`config.mk`:
```
export PLATFORM = sky130hd
export DESIGN_NAME = dbell_mbox
export DESIGN_NICKNAME = d
export VERILOG_FILES = /design/src/rtl/dbell_pkg.sv /design/src/rtl/dbell_decode.sv /design/src/rtl/dbell_bank.sv /design/src/rtl/dbell_mbox.sv
export SDC_FILE = /design/constraint.sdc
export NUM_CORES = 1
export LEC_CHECK = 0
export ABC_CLOCK_PERIOD_IN_PS = 2200
export BUFFER_PORTS_ARGS = -buffer_cell sky130_fd_sc_hd__clkbuf_2
export CELL_PAD_IN_SITES_DETAIL_PLACEMENT = 1
export CELL_PAD_IN_SITES_GLOBAL_PLACEMENT = 2
export CORE_UTILIZATION = 19
export CTS_CLUSTER_DIAMETER = 120
export CTS_CLUSTER_SIZE = 20
export DETAILED_ROUTE_END_ITERATION = 7
export HOLD_SLACK_MARGIN = 0.15
export PLACE_DENSITY = 0.75
export SLEW_MARGIN = 25
export SYNTH_ARGS = -nofsm -noshare
export SYNTH_HDL_FRONTEND = slang
export SYNTH_SLANG_ARGS = --single-unit
```
`constraint.sdc`:
```
create_clock -name clk -period 2.2 [get_ports clk]
set_clock_uncertainty 0.2 [all_clocks]
set_input_delay 0.11 -clock clk [delete_from_list [all_inputs] [get_ports clk]]
set_output_delay 0.11 -clock clk [all_outputs]
set_load 0.02 [all_outputs]
```
`src/rtl/dbell_pkg.sv`:
```
package dbell_pkg;

    // Window layout constants (4 KB window, word registers)
    localparam int          WIN_ADDR_W = 12;
    localparam int          BUS_W      = 32;
    localparam int          CPU_SEL_W  = 4;      // up to 16 CPU slots of 16 bytes
    localparam int          ID_IDX_W   = 4;
    localparam int          ID_COUNT   = 12;
    localparam logic [11:0] ID_BASE    = 12'hFD0;

    typedef enum logic [2:0] {
        KIND_NONE,
        KIND_STAT,
        KIND_SET,
        KIND_CLR,
        KIND_ID
    } reg_kind_e;

    typedef struct packed {
        reg_kind_e              kind;
        logic [CPU_SEL_W-1:0]   cpu;
        logic [ID_IDX_W-1:0]    id_idx;
    } reg_hit_t;

    // Identification bytes, one per word, lowest address first
    function automatic logic [7:0] id_byte(input logic [ID_IDX_W-1:0] idx);
        case (idx)
            4'd0:    return 8'h04;
            4'd4:    return 8'h56;
            4'd5:    return 8'hB8;
            4'd6:    return 8'h0B;
            4'd8:    return 8'h0D;
            4'd9:    return 8'hF0;
            4'd10:   return 8'h05;
            4'd11:   return 8'hB1;
            default: return 8'h00;
        endcase
    endfunction

endpackage

```
`src/rtl/dbell_decode.sv`:
```
module dbell_decode
    import dbell_pkg::*;
#(
    parameter int NUM_CPU = 2
) (
    input  logic [WIN_ADDR_W-1:0] addr,
    output reg_hit_t              hit
);

    always_comb begin
        hit        = '0;
        hit.kind   = KIND_NONE;
        hit.cpu    = addr[7:4];
        hit.id_idx = ID_IDX_W'((addr - ID_BASE) >> 2);
        if (addr[1:0] != 2'b00) begin
            hit.kind = KIND_NONE;
        end else if (addr >= ID_BASE) begin
            hit.kind = KIND_ID;
        end else if (addr[11:8] == 4'h0 && int'(addr[7:4]) < NUM_CPU) begin
            case (addr[3:2])
                2'd0:    hit.kind = KIND_STAT;
                2'd1:    hit.kind = KIND_SET;
                2'd2:    hit.kind = KIND_CLR;
                default: hit.kind = KIND_NONE;
            endcase
        end
    end

endmodule

```
`src/rtl/dbell_bank.sv`:
```
module dbell_bank #(
    parameter int BELL_W = 4
) (
    input  logic              clk,
    input  logic              rst,
    input  logic              set_we,
    input  logic              clr_we,
    input  logic [BELL_W-1:0] wmask,
    output logic [BELL_W-1:0] bells,
    output logic              irq
);

    logic [BELL_W-1:0] bells_nxt;

    always_comb begin
        bells_nxt = bells;
        if (set_we) bells_nxt = bells_nxt | wmask;
        if (clr_we) bells_nxt = bells_nxt & ~wmask;
    end

    always_ff @(posedge clk) begin
        if (rst) begin
            bells <= '0;
            irq   <= 1'b0;
        end else begin
            bells <= bells_nxt;
            irq   <= |bells_nxt;
        end
    end

endmodule

```
`src/rtl/dbell_mbox.sv`:
```
module dbell_mbox
    import dbell_pkg::*;
#(
    parameter int NUM_CPU = 2,
    parameter int BELL_W  = 4
) (
    input  logic                  clk,
    input  logic                  rst,
    input  logic                  psel,
    input  logic                  penable,
    input  logic                  pwrite,
    input  logic [WIN_ADDR_W-1:0] paddr,
    input  logic [BUS_W-1:0]      pwdata,
    output logic [BUS_W-1:0]      prdata,
    output logic                  pready,
    output logic                  pslverr,
    output logic [NUM_CPU-1:0]    irq
);

    reg_hit_t                      hit;
    logic                          access;
    logic                          legal;
    logic [NUM_CPU-1:0][BELL_W-1:0] bells;
    logic [BELL_W-1:0]             sel_bells;
    logic                          wdata_unused;

    assign wdata_unused = ^pwdata[BUS_W-1:BELL_W];
    assign access       = psel & penable;
    assign pready       = 1'b1;

    dbell_decode #(.NUM_CPU(NUM_CPU)) u_decode (
        .addr (paddr),
        .hit  (hit)
    );

    for (genvar g = 0; g < NUM_CPU; g++) begin : g_bank
        logic mine;
        assign mine = access & pwrite & (hit.cpu == CPU_SEL_W'(g));
        dbell_bank #(.BELL_W(BELL_W)) u_bank (
            .clk    (clk),
            .rst    (rst),
            .set_we (mine & (hit.kind == KIND_SET)),
            .clr_we (mine & (hit.kind == KIND_CLR)),
            .wmask  (pwdata[BELL_W-1:0]),
            .bells  (bells[g]),
            .irq    (irq[g])
        );
    end

    always_comb begin
        sel_bells = '0;
        for (int i = 0; i < NUM_CPU; i++) begin
            if (hit.cpu == CPU_SEL_W'(i)) sel_bells = bells[i];
        end
    end

    // Direction legality per register kind
    always_comb begin
        if (pwrite) legal = (hit.kind == KIND_SET) || (hit.kind == KIND_CLR);
        else        legal = (hit.kind == KIND_STAT) || (hit.kind == KIND_ID);
    end

    assign pslverr = access & ~legal;

    always_comb begin
        prdata = '0;
        if (access && !pwrite) begin
            case (hit.kind)
                KIND_STAT: prdata = BUS_W'(sel_bells);
                KIND_ID:   prdata = BUS_W'(id_byte(hit.id_idx));
                default:   prdata = '0;
            endcase
        end
    end

endmodule

```
---- After elaboration in Yosys (flattened, before gate mapping) ----
Memory sizes are Yosys's and may differ from the RTL's.
Index checks and enable logic that the tools add are counted.
storage, ports and cells
  register bits after elaboration ......... 10
  memory bits (read-only) ................. 128
  output and inout port bits .............. 36
  logic and storage cells ................. 54
  memories ................................ 1
memories
  name             words  bits a word  read ports  clocked after memory_dff  write ports  RTL line         RTL
  (no name shown)  16     8            1           0                         0            dbell_pkg.sv:27  case (idx)
cells by class
  $add $sub $neg .......................... 1
  magnitude comparators ................... 2
  equality and inequality tests ........... 7
  muxes and demuxes ....................... 13
  bitwise gates (word level) .............. 15
  reduce and logical (&&, ||, !) cells .... 11
operator list
  operator              count
  $mux 4                6
  $pmux 8 s2            1
  $ge 12x12->1 const B  1
  $and 1x1->1           9
  $mux 3                3
  $and 4x4->4           2
  $logic_not 4->1       2
  $mux 8                1
  $or 4x4->4            2
  $reduce_or 4->1       2
  $eq 3x2->1 const B    2
  $pmux 2 s3            1
  $sub 6x5->6 const B   1
  $eq 4x1->1 const B    1
  $lt 4x2->1 const B    1
  $not 4->4             1
  $eq 3x1->1 const B    1
  $eq 3x3->1 const B    1
  $eq 2x1->1 const B    1
  $eq 2x2->1 const B    1
  $logic_and 1x1->1     2
  $logic_not 2->1       1
  $logic_or 1x1->1      2
  $reduce_bool 2->1     1
  other kinds (3)       3

---- Longest topological paths before layout ----
  depth after elaboration ................. 11
  depth in mapped cells ................... 7
  gate-level depth less buffers ........... 6

---- By module ----
Synthesis repeated with hierarchy kept, for this count alone.
unflattened totals
  cells, all modules ...................... 153
  area total of the unflattened synthesis .. 1236.2 µm²
by module, submodules not included
  module        instances  cells an instance  area an instance (µm²)
  dbell_mbox    1          74                 556.8
  dbell_bank    2          26                 234.0
  dbell_decode  1          27                 211.5

---- Worst setup path after synthesis ----
Ideal clock, no wire load.
  path type ............................... input to output
  start ................................... input port paddr[8]
  end ..................................... output port prdata[1]
  data arrival time ....................... 1649 ps
  required time ........................... 1890 ps
  setup slack ............................. 241 ps
  cell stages on the path ................. 4
  cells stage by stage .................... or4_4 nor4_1 nand3b_1 o22ai_1
between the ends
  longest elaborated chain between the ends .. 8
RTL lines
  item                                                                  RTL line            RTL
  from (decl)                                                           dbell_mbox.sv:12    input logic [WIN_ADDR_W-1:0] paddr,
  parallel branches: the longest is 3 deep, another holds $ge 12x12->1  n/a
  $mux 3 *                                                              dbell_decode.sv:17  end else if (addr >= ID_BASE) begin
  $mux 3 *                                                              dbell_decode.sv:15  if (addr[1:0] != 2'b00) begin
  $eq 3x3->1 or $eq 3x1->1 (tied branches)                              dbell_mbox.sv:68    case (hit.kind)
  $pmux 8 s2 *                                                          dbell_mbox.sv:68
  $mux 8 *                                                              dbell_mbox.sv:67    if (access && !pwrite) begin
  to (decl)                                                             dbell_mbox.sv:14    output logic [BUS_W-1:0] prdata,
Mark *: on every way between the ends.

---- Worst setup path in the final report ----
Same ends and word-level chain as after synthesis.

==> impl_metrics.yaml <==
floorplanning:
  die_height_um: 78.4
  effective_utilization_at_floorplan_pct: 19.9
  io_pins: 85
  placementRows: 27
  die_width_um: 78.4
  core_box_area_um2: 5570
  dieArea_um2: 6140
timing:
  hold-worst-slack_ps: 172
  total_setup_violations_reported_at_the_end_of_the_flow: 0
  hold_viol: 0
  final.period_utilization_pct: 92.3
  grt_setup_unrepaired: "no"
  fmax_mhz: 492
  layout_min_cycle_time_ps: 2030
  tns_ps: 0
  drv_slew: 0
routing:
  num_vias: 1100
  routed_wire_length_per_instance_um: 12.4
  viasPerCell: 4.23
  drt-pass1-iter-count: 4
  post_route_ant_nets: 0
  finalWirelength_um: 3220
  drtIter0Drc: 26
  drc: 0
synth:
  synthesis_warning_total: 0
  synth_area_per_cell_um2: 7.75
  yosysSeqAreaShare_pct: 18.1
  synthesis.instances: 143
  post_synth_num_cell_types: 30
  ys_seq_elements: 10
  syn_area_um2: 1110
final_layout:
  layout-drive-gt1-share_pct: 31.4
  final-seq-area_um2: 200
  nFillCells: 691
  diodes: 0
  area.growth.synth_to_final_pct: 28.6
  fin_cells: 260
  finish.net_count: 244
  multi_input_comb_area_um2: 738
  design_area_um2: 1430
clock_network:
  cts.sinks: 10
  clkLatencyLatePin_ps: 240
  cts.htree.levels: 1
  tritoncts: "built"
  cts_inserted_buffers: 3
  clock_tree.root_cell: "clkbuf_8"
  buffer_levels_on_the_longest_clock_path: 2
  cts.reportedPaths.clkPinSlew_ps: 50
global_route:
  total_global_route_track_usage_pct: 10.7
  grt_start_max_net_pins: 12
  globalRouteOverflowTotal: 0
  grt_pass1_vias: 1086
  grt_antenna_before_repair: 0
  global_route_wire_length_before_repair_um: 5190
worst_setup_path:
  timing.reg2reg.setup_slack_ps: 1020
  worstPathRequired_ps: 1890
  max_fo_critical_path: 4
  path_class: "primary input to primary output"
  timing.critical_path.arrival_ps: 1720
  critical_path.endpoint_type: "primary output"
  cp_launch_type: "primary input"
status:
  status: "complete, no violations"
power_and_ir_drop:
  ir_drop_mv: 0.147
  power.switching_mw: 0.178
  comb_power_share_pct: 26.9
  p_seq_share_pct: 32.0
  clockPowerShare_pct: 41.1
  cellInternalPower_mw: 0.389
  power.density_nw_per_um2: 398
  total_leakage_power_nw: 0.626
  swShare_pct: 31.4
place:
  place_inst: 249
  global_placer_s_final_weighted_congestion: 0.748
  hpwlAfterDp_um: 2650
  dpl_cell_area_um2: 1290
  port_buffers: 31
hold_path:
  hp-class: "primary input to flop"
job:
  maxCapViolations: 0
==> final timing paths <==
kind                                           startpoint                        end  cells past startpoint
worst max register to register  g_bank[1].u_bank.bells[2]       g_bank[1].u_bank.irq                      4
worst min register to register  g_bank[1].u_bank.bells[3]  g_bank[1].u_bank.bells[3]                      3
worst max-delay path                             paddr[8]                  prdata[1]                      6
worst min-delay path                             paddr[0]  g_bank[1].u_bank.bells[3]                      5
==> timing repair <==
item / CTS / global route
setup buffers: 0 / 0
hold endpoints to repair: 10 / 0
endpoints found under the setup margin: 0 / 4
gates resized for setup: 0 / 1
hold buffers: 7 / 0
==> critical path: stages <==
cell and delay [ps]:
clkbuf_2 90, or4_4 590, nor4_2 280, nand3b_1 230
o22ai_1 230, clkbuf_2 200
==> cells by family (layout without fill, tap and decap cells) <==
family	count (synthesis)	in the layout	share of synthesized area, %
buf+inv	42	64	23.7
mux	1	1	1.02
other cells	2	25	0.677
flops	10	10	18.1
fa+ha+maj	6	6	6.77
simple gates	44	44	25.3
compound gates	38	38	24.5
==> through the flow <==
step / setup slack (ps) / utilization (%) / power (mW)
after detailed placement: 71.1 / 23.2 / 0.327
after global routing: 31.4 / 25.6 / 0.598
final: 169 / 25.6 / 0.567
after global placement: 18.0 / 23.2 / 0.326
after CTS: 62.3 / 25.5 / 0.572
after floorplan: 241 / - / 0.306
==> placed cells by master, fill, tap and decap left out, drive strengths merged, types with 2 or more instances in the layout <==
| cell type | n |
|---|---|
| clkbuf | 35 |
| conb | 25 |
| inv | 13 |
| dfxtp | 10 |
| nand2 | 9 |
| a211oi | 9 |
| buf | 9 |
| nor2 | 8 |
| a22oi | 8 |
| o22ai | 8 |
| a31o | 7 |
| dlygate4sd3 | 7 |
| ha | 6 |
| nor4 | 6 |
| nor3 | 5 |
| nand4 | 4 |
| a21oi | 4 |
| nor2b | 2 |
| or3b | 2 |
==> cells in the mapped netlist <==
| master | instances | area [µm²] |
|---|---|---|
| mux2_1 | 1 | 11.3 |
| nand3b_1 | 1 | 7.51 |
| a31o_2 | 7 | 61.3 |
| and4_1 | 1 | 8.76 |
| inv_1 | 13 | 48.8 |
| a21oi_1 | 4 | 20.0 |
| nand2_1 | 9 | 33.8 |
| nor2b_1 | 2 | 12.5 |
| o22ai_1 | 8 | 50.1 |
| buf_4 | 28 | 210 |
| clkbuf_1 | 1 | 3.75 |
| nand3_2 | 1 | 10.0 |
| a21boi_0 | 1 | 7.51 |
| conb_1 | 2 | 7.51 |
| or2_2 | 1 | 6.26 |
| nand4_1 | 4 | 25.0 |
| dfxtp_1 | 10 | 200 |
| nor4_4 | 2 | 42.5 |
| o21ai_0 | 1 | 5.00 |
| nor3b_1 | 1 | 7.51 |
| nor2_1 | 8 | 30.0 |
| or4_4 | 1 | 11.3 |
| nor4_1 | 4 | 25.0 |
| or4bb_1 | 1 | 11.3 |
| nor3_1 | 5 | 25.0 |
| or3b_2 | 2 | 17.5 |
| ha_1 | 6 | 75.1 |
| or3_1 | 1 | 6.26 |
| a22oi_1 | 8 | 60.1 |
| a211oi_1 | 9 | 67.6 |
==> power by group through the flow <==
stage	clock [mW]	sequential, mW	combinational (mW)
finish	0.233	0.181	0.153
detailed placement	0	0.185	0.142
global placement	0	0.185	0.141
global route	0.249	0.181	0.168
CTS	0.238	0.181	0.152
floorplan	0	0.185	0.121
==> state kept, by name (all words and copies together), names as in the netlist <==
name / cells
g_bank.u_bank.irq: 2
g_bank.u_bank.bells: 8
==> area by class of cell <==
| type | count | area share, % |
|---|---|---|
| clock buffers | 4 | 3.86 |
| repair buffers | 47 | 20.5 |
| flip-flops and latches | 10 | 14.0 |
| well taps | 72 | 6.32 |
| inverters | 13 | 3.42 |
| multi-input cells | 114 | 51.8 |
==> layer usage <==
layer,GRT usage [%],vias up,routed length (µm)
met2,19.2,27,1560
met4,2.22,0,22
met5,0,-,0
li1,-,570,-
met3,1.63,2,134
met1,13.3,501,1500
Power figures use the tool's default switching activity.
